**config.mk**
```make
export PLATFORM = sky130hd
export DESIGN_NAME = uart_autobaud_break
export DESIGN_NICKNAME = d
export VERILOG_FILES = /design/src/rtl/uart_abd_pkg.sv /design/src/rtl/uart_abd_sync.sv /design/src/rtl/uart_abd_meas.sv /design/src/rtl/uart_abd_brk.sv /design/src/rtl/uart_autobaud_break.sv
export SDC_FILE = /design/constraint.sdc
export NUM_CORES = 1
export LEC_CHECK = 0
export ABC_CLOCK_PERIOD_IN_PS = 4500
export BUFFER_PORTS_ARGS = -buffer_cell sky130_fd_sc_hd__buf_2
export CORE_MARGIN = 10
export CORE_UTILIZATION = 47
export DETAILED_ROUTE_END_ITERATION = 10
export PLACE_DENSITY = 0.65
export SETUP_SLACK_MARGIN = 0.2
export SLEW_MARGIN = 15
export SYNTH_ARGS = -nofsm -noshare
export SYNTH_HDL_FRONTEND = slang
export SYNTH_SLANG_ARGS = --single-unit
```
**constraint.sdc**
```tcl
create_clock -name clk -period 4.5 [get_ports clk]
set_input_delay 0.675 -clock clk [delete_from_list [all_inputs] [get_ports clk]]
set_output_delay 0.675 -clock clk [all_outputs]
set_load 0.02 [all_outputs]
```
**src/rtl/uart_abd_pkg.sv**
```systemverilog
package uart_abd_pkg;

   // Configuration word, arm lands in bit 0.
   typedef struct packed {
      logic xmt_en;
      logic rcv_en;
      logic brk;
      logic wide;
      logic arm;
   } cfg_t;

   localparam int CFG_W      = $bits(cfg_t);
   localparam int SYNC_RISES = 5;    // rising edges in a 0x55 frame incl. stop
   localparam int DIV_BYTES  = 2;
   localparam int DIV_W      = 8 * DIV_BYTES;

   typedef enum logic [2:0] {
      M_IDLE,
      M_WAIT_HIGH,
      M_WAIT_LOW,
      M_WAIT_RISE,
      M_COUNT
   } meas_st_t;

endpackage

```
**src/rtl/uart_abd_sync.sv**
```systemverilog
module uart_abd_sync #(
   parameter int STAGES = 2
) (
   input  logic clk,
   input  logic rst_n,
   input  logic d,
   output logic q
);
   initial begin : elab_chk
      if (STAGES < 1) $fatal(1, "uart_abd_sync: STAGES must be at least 1");
   end

   logic [STAGES-1:0] pipe;

   generate
      if (STAGES == 1) begin : g_single
         always_ff @(posedge clk or negedge rst_n) begin
            if (!rst_n) pipe <= '1;
            else        pipe <= d;
         end
      end else begin : g_chain
         always_ff @(posedge clk or negedge rst_n) begin
            if (!rst_n) pipe <= '1;
            else        pipe <= {pipe[STAGES-2:0], d};
         end
      end
   endgenerate

   assign q = pipe[STAGES-1];
endmodule

```
**src/rtl/uart_abd_meas.sv**
```systemverilog
module uart_abd_meas
   import uart_abd_pkg::*;
#(
   parameter int SHIFT = 3
) (
   input  logic             clk,
   input  logic             rst_n,
   input  logic             rx_s,
   input  logic             start,
   input  logic             abort,
   input  logic             wide,
   output logic             busy,
   output logic             fin,
   output logic             oflow,
   output logic [DIV_W-1:0] result
);
   localparam int CNT_W = DIV_W + SHIFT;
   localparam int EDG_W = $clog2(SYNC_RISES);
   localparam logic [CNT_W-1:0] LIM_NARROW = CNT_W'((64'd256 << SHIFT) - 64'd1);
   localparam logic [CNT_W-1:0] LIM_WIDE   = '1;
   localparam logic [EDG_W-1:0] EDG_LAST   = EDG_W'(SYNC_RISES - 2);

   meas_st_t         st, st_n;
   logic [CNT_W-1:0] cnt, cnt_n, lim;
   logic [EDG_W-1:0] edg, edg_n;
   logic [CNT_W:0]   total;
   logic             rx_d, rise;

   assign rise   = rx_s & ~rx_d;
   assign lim    = wide ? LIM_WIDE : LIM_NARROW;
   assign total  = {1'b0, cnt} + 1'b1;
   assign result = DIV_W'(total >> SHIFT);
   assign busy   = (st != M_IDLE);

   always_comb begin
      st_n  = st;
      cnt_n = cnt;
      edg_n = edg;
      fin   = 1'b0;
      oflow = 1'b0;
      case (st)
         M_IDLE:      if (start) st_n = M_WAIT_HIGH;
         M_WAIT_HIGH: if (rx_s)  st_n = M_WAIT_LOW;
         M_WAIT_LOW:  if (!rx_s) st_n = M_WAIT_RISE;
         M_WAIT_RISE: if (rx_s) begin
            st_n  = M_COUNT;
            cnt_n = '0;
            edg_n = '0;
         end
         M_COUNT: begin
            if (cnt == lim) begin
               oflow = 1'b1;
               st_n  = M_IDLE;
            end else if (rise && edg == EDG_LAST) begin
               fin  = 1'b1;
               st_n = M_IDLE;
            end else begin
               cnt_n = cnt + 1'b1;
               if (rise) edg_n = edg + 1'b1;
            end
         end
         default: st_n = M_IDLE;
      endcase
      if (abort && st != M_IDLE) begin
         st_n  = M_IDLE;
         fin   = 1'b0;
         oflow = 1'b0;
      end
   end

   always_ff @(posedge clk or negedge rst_n) begin
      if (!rst_n) begin
         st   <= M_IDLE;
         cnt  <= '0;
         edg  <= '0;
         rx_d <= 1'b1;
      end else begin
         st   <= st_n;
         cnt  <= cnt_n;
         edg  <= edg_n;
         rx_d <= rx_s;
      end
   end
endmodule

```
**src/rtl/uart_abd_brk.sv**
```systemverilog
module uart_abd_brk #(
   parameter int LOW_BITS  = 13,
   parameter int STOP_BITS = 1,
   parameter int PER_W     = 16
) (
   input  logic             clk,
   input  logic             rst_n,
   input  logic             go,
   input  logic [PER_W-1:0] period,
   output logic             active,
   output logic             low,
   output logic             fin
);
   localparam int TOT  = LOW_BITS + STOP_BITS;
   localparam int BC_W = $clog2(TOT + 1);

   logic [PER_W-1:0] tcnt, per_m1;
   logic [BC_W-1:0]  bcnt;

   assign per_m1 = (period == '0) ? '0 : period - 1'b1;
   assign fin    = active && (bcnt == BC_W'(TOT - 1)) && (tcnt == per_m1);
   assign low    = active && (bcnt < BC_W'(LOW_BITS));

   always_ff @(posedge clk or negedge rst_n) begin
      if (!rst_n) begin
         active <= 1'b0;
         tcnt   <= '0;
         bcnt   <= '0;
      end else if (!active) begin
         if (go) begin
            active <= 1'b1;
            tcnt   <= '0;
            bcnt   <= '0;
         end
      end else if (fin) begin
         active <= 1'b0;
      end else if (tcnt == per_m1) begin
         tcnt <= '0;
         bcnt <= bcnt + 1'b1;
      end else begin
         tcnt <= tcnt + 1'b1;
      end
   end
endmodule

```
**src/rtl/uart_autobaud_break.sv**
```systemverilog
module uart_autobaud_break
   import uart_abd_pkg::*;
#(
   parameter int SYNC_STAGES   = 2,
   parameter int DIV_SHIFT     = 3,
   parameter int BRK_LOW_BITS  = 13,
   parameter int BRK_STOP_BITS = 1
) (
   input  logic             clk,
   input  logic             rst_n,
   input  logic             cfg_we,
   input  logic [CFG_W-1:0] cfg_wdata,
   output logic             arm_o,
   output logic             wide_o,
   output logic             brk_o,
   output logic             rcv_en_o,
   output logic             xmt_en_o,
   output logic             tsr_empty_o,
   output logic             done_o,
   output logic             ovf_o,
   input  logic             rx_i,
   input  logic             sh_txd_i,
   input  logic             sh_busy_i,
   output logic             tx_o,
   output logic [7:0]       div_lo_o,
   output logic [7:0]       div_hi_o
);
   initial begin : elab_chk
      if (DIV_SHIFT < 0 || DIV_SHIFT > 8)
         $fatal(1, "uart_autobaud_break: DIV_SHIFT out of range");
      if (BRK_LOW_BITS < 1 || BRK_STOP_BITS < 1)
         $fatal(1, "uart_autobaud_break: break lengths must be positive");
   end

   cfg_t             wr;
   logic             rx_s, armed, m_fin, m_ovf, start, abort;
   logic [DIV_W-1:0] m_res, brk_per;
   logic             wide_q, rcv_q, xmt_q, brk_q, done_q, ovf_q;
   logic [7:0]       lo_q, hi_q;
   logic             b_go, b_active, b_low, b_fin;

   assign wr    = cfg_t'(cfg_wdata);
   assign start = cfg_we & wr.arm & ~armed;
   assign abort = cfg_we & ~wr.arm;

   uart_abd_sync #(.STAGES(SYNC_STAGES)) u_sync (
      .clk(clk), .rst_n(rst_n), .d(rx_i), .q(rx_s)
   );

   uart_abd_meas #(.SHIFT(DIV_SHIFT)) u_meas (
      .clk(clk), .rst_n(rst_n), .rx_s(rx_s), .start(start), .abort(abort),
      .wide(wide_q), .busy(armed), .fin(m_fin), .oflow(m_ovf), .result(m_res)
   );

   assign brk_per = wide_q ? {hi_q, lo_q} : {8'h00, lo_q};
   assign b_go    = brk_q & ~b_active & ~sh_busy_i;

   uart_abd_brk #(
      .LOW_BITS(BRK_LOW_BITS), .STOP_BITS(BRK_STOP_BITS), .PER_W(DIV_W)
   ) u_brk (
      .clk(clk), .rst_n(rst_n), .go(b_go), .period(brk_per),
      .active(b_active), .low(b_low), .fin(b_fin)
   );

   always_ff @(posedge clk or negedge rst_n) begin
      if (!rst_n) begin
         wide_q <= 1'b0;
         rcv_q  <= 1'b0;
         xmt_q  <= 1'b0;
         brk_q  <= 1'b0;
         done_q <= 1'b0;
         ovf_q  <= 1'b0;
         lo_q   <= '0;
         hi_q   <= '0;
      end else begin
         if (cfg_we) begin
            wide_q <= wr.wide;
            rcv_q  <= wr.rcv_en;
            xmt_q  <= wr.xmt_en;
         end
         if (cfg_we && wr.brk) brk_q <= 1'b1;
         else if (b_fin)       brk_q <= 1'b0;
         if (start) begin
            done_q <= 1'b0;
            ovf_q  <= 1'b0;
         end else begin
            if (m_fin) done_q <= 1'b1;
            if (m_ovf) ovf_q  <= 1'b1;
         end
         if (m_fin) begin
            lo_q <= m_res[7:0];
            if (wide_q) hi_q <= m_res[15:8];
         end
      end
   end

   always_comb begin
      if (b_active)                       tx_o = ~b_low;
      else if (xmt_q & ~armed & sh_busy_i) tx_o = sh_txd_i;
      else                                tx_o = 1'b1;
   end

   assign arm_o       = armed;
   assign wide_o      = wide_q;
   assign brk_o       = brk_q;
   assign rcv_en_o    = rcv_q;
   assign xmt_en_o    = xmt_q;
   assign tsr_empty_o = ~brk_q & ~b_active & ~sh_busy_i;
   assign done_o      = done_q;
   assign ovf_o       = ovf_q;
   assign div_lo_o    = lo_q;
   assign div_hi_o    = hi_q;
endmodule

```
## Word level (Yosys, flattened, before mapping)

Cells that the tools add are included.

- Flip-flop bits (word level): 71
- Logic and storage cells: 125

- Add/sub/neg operators: 6
- Order comparisons: 1
- Eq/ne operators: 19
- Mux-type cells: 46
- Bitwise operators: 17
- Reductions and logical operators: 20

Operators by type and width:

| kind | number |
|---|---|
| $mux W16 | 6 |
| $mux W19 | 4 |
| $add A19 B1 Y19 const B | 2 |
| $pmux W19 S2 | 1 |
| $mux W3 | 11 |
| $eq A19 B19 Y1 | 1 |
| $mux W1 | 18 |
| $add A16 B1 Y16 const B | 1 |
| $eq A16 B16 Y1 | 1 |
| $logic_not A16 Y1 | 1 |
| $mux W4 | 4 |
| $sub A16 B1 Y16 const B | 1 |
| $pmux W3 S5 | 1 |
| $ne A3 B2 Y1 const B | 4 |
| $and A1 B1 Y1 | 10 |
| $ne A2 B2 Y1 const B | 5 |
| $reduce_and A5 Y1 | 2 |
| $reduce_bool A2 Y1 | 5 |
| $eq A3 B2 Y1 const B | 3 |
| $not A1 Y1 | 7 |
| $logic_and A1 B1 Y1 | 6 |
| $pmux W3 S2 | 1 |
| $add A4 B1 Y4 const B | 1 |
| $eq A4 B4 Y1 const B | 1 |
| 11 further kinds | 12 |

## Logic depth before layout (Yosys ltp)

- Word-level depth: 9
- Mapped depth: 12

## By module

A second synthesis with hierarchy kept.

- Cell total of the unflattened synthesis: 541
- Area total of the unflattened synthesis: 4927.2 um2

Modules (own cells, without submodules):

| module | instances | cells an instance | area each (um2) |
|---|---|---|---|
| uart_abd_brk | 1 | 279 | 2174.6 |
| uart_abd_meas | 1 | 188 | 1677.9 |
| uart_autobaud_break | 1 | 72 | 1022.2 |
| uart_abd_sync | 1 | 2 | 52.6 |

## Worst setup path before layout

OpenSTA, ideal clock, no wires.

- Path kind: reg2reg
- Start point: reg lo_q[2], in the netlist div_lo_o[2]
- End point: reg u_brk.tcnt[11]
- Library setup time: 0.130 ns
- Data arrival time: 3.480 ns
- Path slack: 0.890 ns
- Stages on the path, launching flop included: 12
- Path buffers: 2
- Period minus slack after synthesis: 3.610 ns
- Cells stage by stage: dfrtp_1 or4_1 buf_2 or3_4 or4_1 a32oi_2 nor3_1 a2111oi_4 nand3_2 a21oi_4 buf_6 a21oi_1

- Cells in the longest elaborated chain, start to end: 7

RTL lines:

| item | RTL line | RTL |
|---|---|---|
| start: declaration | uart_autobaud_break.sv:39 | `logic [7:0] lo_q, hi_q;` |
| start signal: assignment | uart_autobaud_break.sv:91 | `lo_q <= m_res[7:0];` |
| $mux W16 * | uart_autobaud_break.sv:55 | `assign brk_per = wide_q ? {hi_q, lo_q} : {8'h00, lo_q};` |
| $sub A16 B1 Y16 or $logic_not A16 Y1 (tied branches) | uart_abd_brk.sv:20 | `assign per_m1 = (period == '0) ? '0 : period - 1'b1;` |
| $mux W16 * | uart_abd_brk.sv:20 |  |
| $eq A16 B16 Y1 * | uart_abd_brk.sv:21, uart_abd_brk.sv:37 |  |
| $mux W16 or $logic_and A1 B1 Y1 (tied branches) | uart_abd_brk.sv:37, uart_abd_brk.sv:21 |  |
| $mux W16 or $ne A2 B2 Y1 (tied branches) | n/a |  |
| $mux W16 or $reduce_and A2 Y1 (tied branches) | n/a |  |
| end signal: assignment | uart_abd_brk.sv:41 | `tcnt <= tcnt + 1'b1;` |
| end: declaration | uart_abd_brk.sv:17 | `logic [PER_W-1:0] tcnt, per_m1;` |

Every way passes the cells marked *; elsewhere a longest branch is shown, timed or not. The select of a mux whose other input is x is not followed.
A chain may end at the register's enable or synchronous reset.

## Worst setup path after layout

- Start point: reg lo_q[2], in the netlist div_lo_o[2]
- End point: reg u_brk.tcnt[5]

Same word-level chain as after synthesis.

==> summary.txt <==
Placement
  – Pre-CTS setup slack: 0.545 ns
  – PortBufs: 35
  – Placed cell count: 627
  – Gpl congestion: 0.826
  – HPWL Detailed: roughly 7600 um

Timing
  – Fin. max-slew vios: 0
  – RSZ-0062 raised after global routing: false
  – Slew HR: 41.2%
  – Fmax: 0.252 GHz
  – Worst-Margin Slew: 0.882 ns
  – Setup TNS: 0 ns
  – Worst Clk Skew: 0.0134 ns
  – Setup ws final: 0.532 ns
  – Tmin final: around 4 ns
  – Fin. Hold Viols: 0
  – Final Cycle Share: 88.2%
  – # setup viols final: 0

Critical path
  – R2r endpoint: u_brk.tcnt[5]
  – R2r startpoint: div_lo_o[2]
  – Critical Path Sink Type: flip-flop
  – CP Class: reg -> reg
  – CP max FO: 32
  – Worst Setup Start Kind: flip-flop
  – Required time of the critical path: 4.76 ns
  – Reg-to-reg slack, setup: 0.53 ns
  – Worst r2r path cells: 9
  – CP arrival: ~4.2 ns

Final layout
  – N_diodes: 0
  – Filler Cells Inserted: 816
  – Share of cells above drive strength 1: between 10 and 15%
  – Nets@finish: 549
  – Area growth from synthesis to layout: 10.3%
  – Final cell count without fillers: around 640

Drt
  – Initial drt markers: 240
  – Antenna Nets Post-Route: 0
  – TritonRoute pass-1 iters: 4
  – WL final: approximately 10000 um
  – Drt drc: 0
  – Vias: 3787
  – Via density: 5.89
  – Drt wl/cell: about 16 um

Yosys
  – Top FF cell, synth: dfrtp_1
  – Post-synth top cells: 68 x dfrtp_1, 66 x o21ai_0, 63 x nand2_1
  – #FFs+latches synth: ~70
  – Distinct cells, synth: 57
  – Post-Syn Instances: 504
  – Yosys warns: 0
  – Post-Syn Nets: between 500 and 600
  – Sequential area share after synthesis: 41.1%
  – Most common cell in the netlist: dfrtp_1
  – Most area-consuming cells after synthesis: dfrtp_1 39%, o21ai_0 7.6%, nand2_1 5.5%, xnor2_1 3.4%, nand3_1 3.0%
  – Mapped cell area: 0.00433 mm2
  – Fraction of registers with async set/reset: 100%
  – Post-synth EDFFs: 0
  – Yosys top cell area share: 39.3%
  – Yosys top cell by area: dfrtp_1
  – Syn avg cell area: between 8 and 9 um2

Floorplan
  – Initial core utilization: between 40% and 50%
  – Height of the die: between 100 and 150 um
  – Cell row count: 34
  – I/O Pins: 36
  – Die width: between 100 and 150 um
  – Core box area: 0.00885 mm2
  – Die ar.: 0.0134 mm2

Run
  – MaxCap Viol Count: 0

Clock network
  – Num Clock Sinks: 71
  – Hold bufs inserted after CTS: 0
  – CTS resizes: 0
  – Worst skew pair latency: 0.34 ns
  – Clock transition at path regs: 0.07 ns
  – CTS tree: yes
  – Htree depth: 3
  – Post-CTS setup buffer count: 0
  – CTS root buf: clkbuf_8
  – CTS Buf Count: 9
  – Clock buffer depth: 2

Power
  – Max VDD drop: between 200 and 250 uV
  – Pwr dens: 290 mW/mm2
  – Static Leak: 2.10 nW
  – Final Power: 1.38 mW

Hold path
  – Endpoint of the worst hold path: u_sync.pipe[1]
  – Worst Hold Class: reg -> reg
  – Hold Path Cell Cnt: 0
  – Min-delay src: u_sync.pipe[0]

GRT
  – First-pass GRT wire length: 17500 um
  – Vias in the first global route: 3600
  – Tot GR Track Use: about 16%
  – Gr ovfl total: 0
  – Largest net degree at the start of global routing: 39
  – Initial antenna violation count: 0

Status
  – Status: finished, final reports clean
through the flow:
step	cell area (um2)	utilization, %	hold WS (ns)
after floorplan	4330	-	0.345
after global routing	4770	54.0	0.366
final	4770	54.0	0.357
after global placement	4560	51.6	0.345
after detailed placement	4560	51.6	0.347
after CTS	4770	54.0	0.358
metal layers:
metal | share of wire, % | global-route usage, % | up-vias
met5 | 0 | 0 | -
met3 | 4.6 | 4.08 | 15
met4 | 1.4 | 4.92 | 0
met1 | 47 | 20.9 | 1816
met2 | 47 | 25.6 | 72
li1 | - | - | 1884
final cells by class:
type | count | area [um2] | area share [%]
timing repair buffer | 42 | 228 | 4.77
sequential | 71 | 1780 | 37.3
inverter | 13 | 48.8 | 1.02
clock inverter | 2 | 37.5 | 0.786
multi-input combinational | 393 | 2370 | 49.7
tap | 108 | 135 | 2.83
clock buffer | 14 | 173 | 3.62
critical path: stages (launching register included):
cell and delay (ns):
dfrtp_1 0.46, or4_1 0.68, or3_4 0.44, or4_1 0.50, a32oi_2 0.31, nor3_1 0.12, a2111oi_4 0.47, and3_2 0.57
o21ai_0 0.18, a21oi_1 0.15
worst max path at each step:
| stage | from | endpoint | slack (ns) | depth (start not counted) |
|---|---|---|---|---|
| finish | div_lo_o[2] | u_brk.tcnt[5] | 0.53 | 9 |
| global route | div_lo_o[2] | u_brk.tcnt[7] | 0.26 | 9 |
| CTS | div_lo_o[2] | u_brk.tcnt[13] | 0.54 | 9 |
| detailed placement | div_lo_o[2] | u_brk.tcnt[13] | 0.55 | 9 |
| global placement | div_lo_o[2] | u_brk.tcnt[15] | 0.68 | 9 |
| floorplan | div_lo_o[2] | u_brk.tcnt[11] | 0.89 | 11 |
flip-flops by register name (all words and copies together), names as in the netlist, 2 cells and up:
name and cells:
u_meas.cnt 19, u_brk.tcnt 16, div_hi_o 8, div_lo_o 8
u_brk.bcnt 4, u_meas.edg 3, u_meas.st 3, u_sync.pipe 2
cells in the final DEF (no fill, tap or decap), types with 3 or more instances in the layout:
| cell type | netlist | final |
|---|---|---|
| buf_4 | 0 | 7 |
| a22o_1 | 3 | 3 |
| ha_1 | 8 | 8 |
| clkbuf_8 | 0 | 12 |
| xnor2_1 | 17 | 17 |
| and3_1 | 12 | 12 |
| o21ai_0 | 66 | 66 |
| and2_1 | 5 | 5 |
| buf_2 | 2 | 35 |
| o211ai_1 | 5 | 5 |
| inv_1 | 13 | 13 |
| nor2_1 | 29 | 29 |
| nor2b_1 | 3 | 3 |
| nand4_1 | 6 | 6 |
| nor3b_1 | 3 | 3 |
| dfrtp_1 | 68 | 68 |
| mux2i_1 | 4 | 4 |
| or4_1 | 7 | 7 |
| nand2_1 | 63 | 63 |
| nand3_1 | 26 | 26 |
| xor2_1 | 14 | 14 |
| or3_1 | 18 | 18 |
| nand2b_1 | 4 | 4 |
| dfstp_2 | 3 | 3 |
| o41ai_1 | 4 | 4 |
| a21oi_1 | 25 | 25 |
| nor3_1 | 14 | 14 |
| nor4_1 | 8 | 8 |
| o31ai_1 | 10 | 10 |
| a21o_1 | 3 | 3 |
cells by family after synthesis:
kind of cell	Yosys count	synth area share [%]
AOI/OAI and AO/OA	140	20.3
and+or+nand+nor	208	24.5
xor gates and xnor gates	31	6.27
buffers and inverters	40	4.05
adders and majority gates	8	2.31
DFF	71	41.1
muxes	6	1.45
power breakdown:
group          switching (mW)  leakage, nW  internal [mW]
clock                   0.237        0.103          0.303
combinational          0.0944         1.07         0.0563
sequential             0.0307        0.934          0.664
Power figures use the tool's default switching activity.
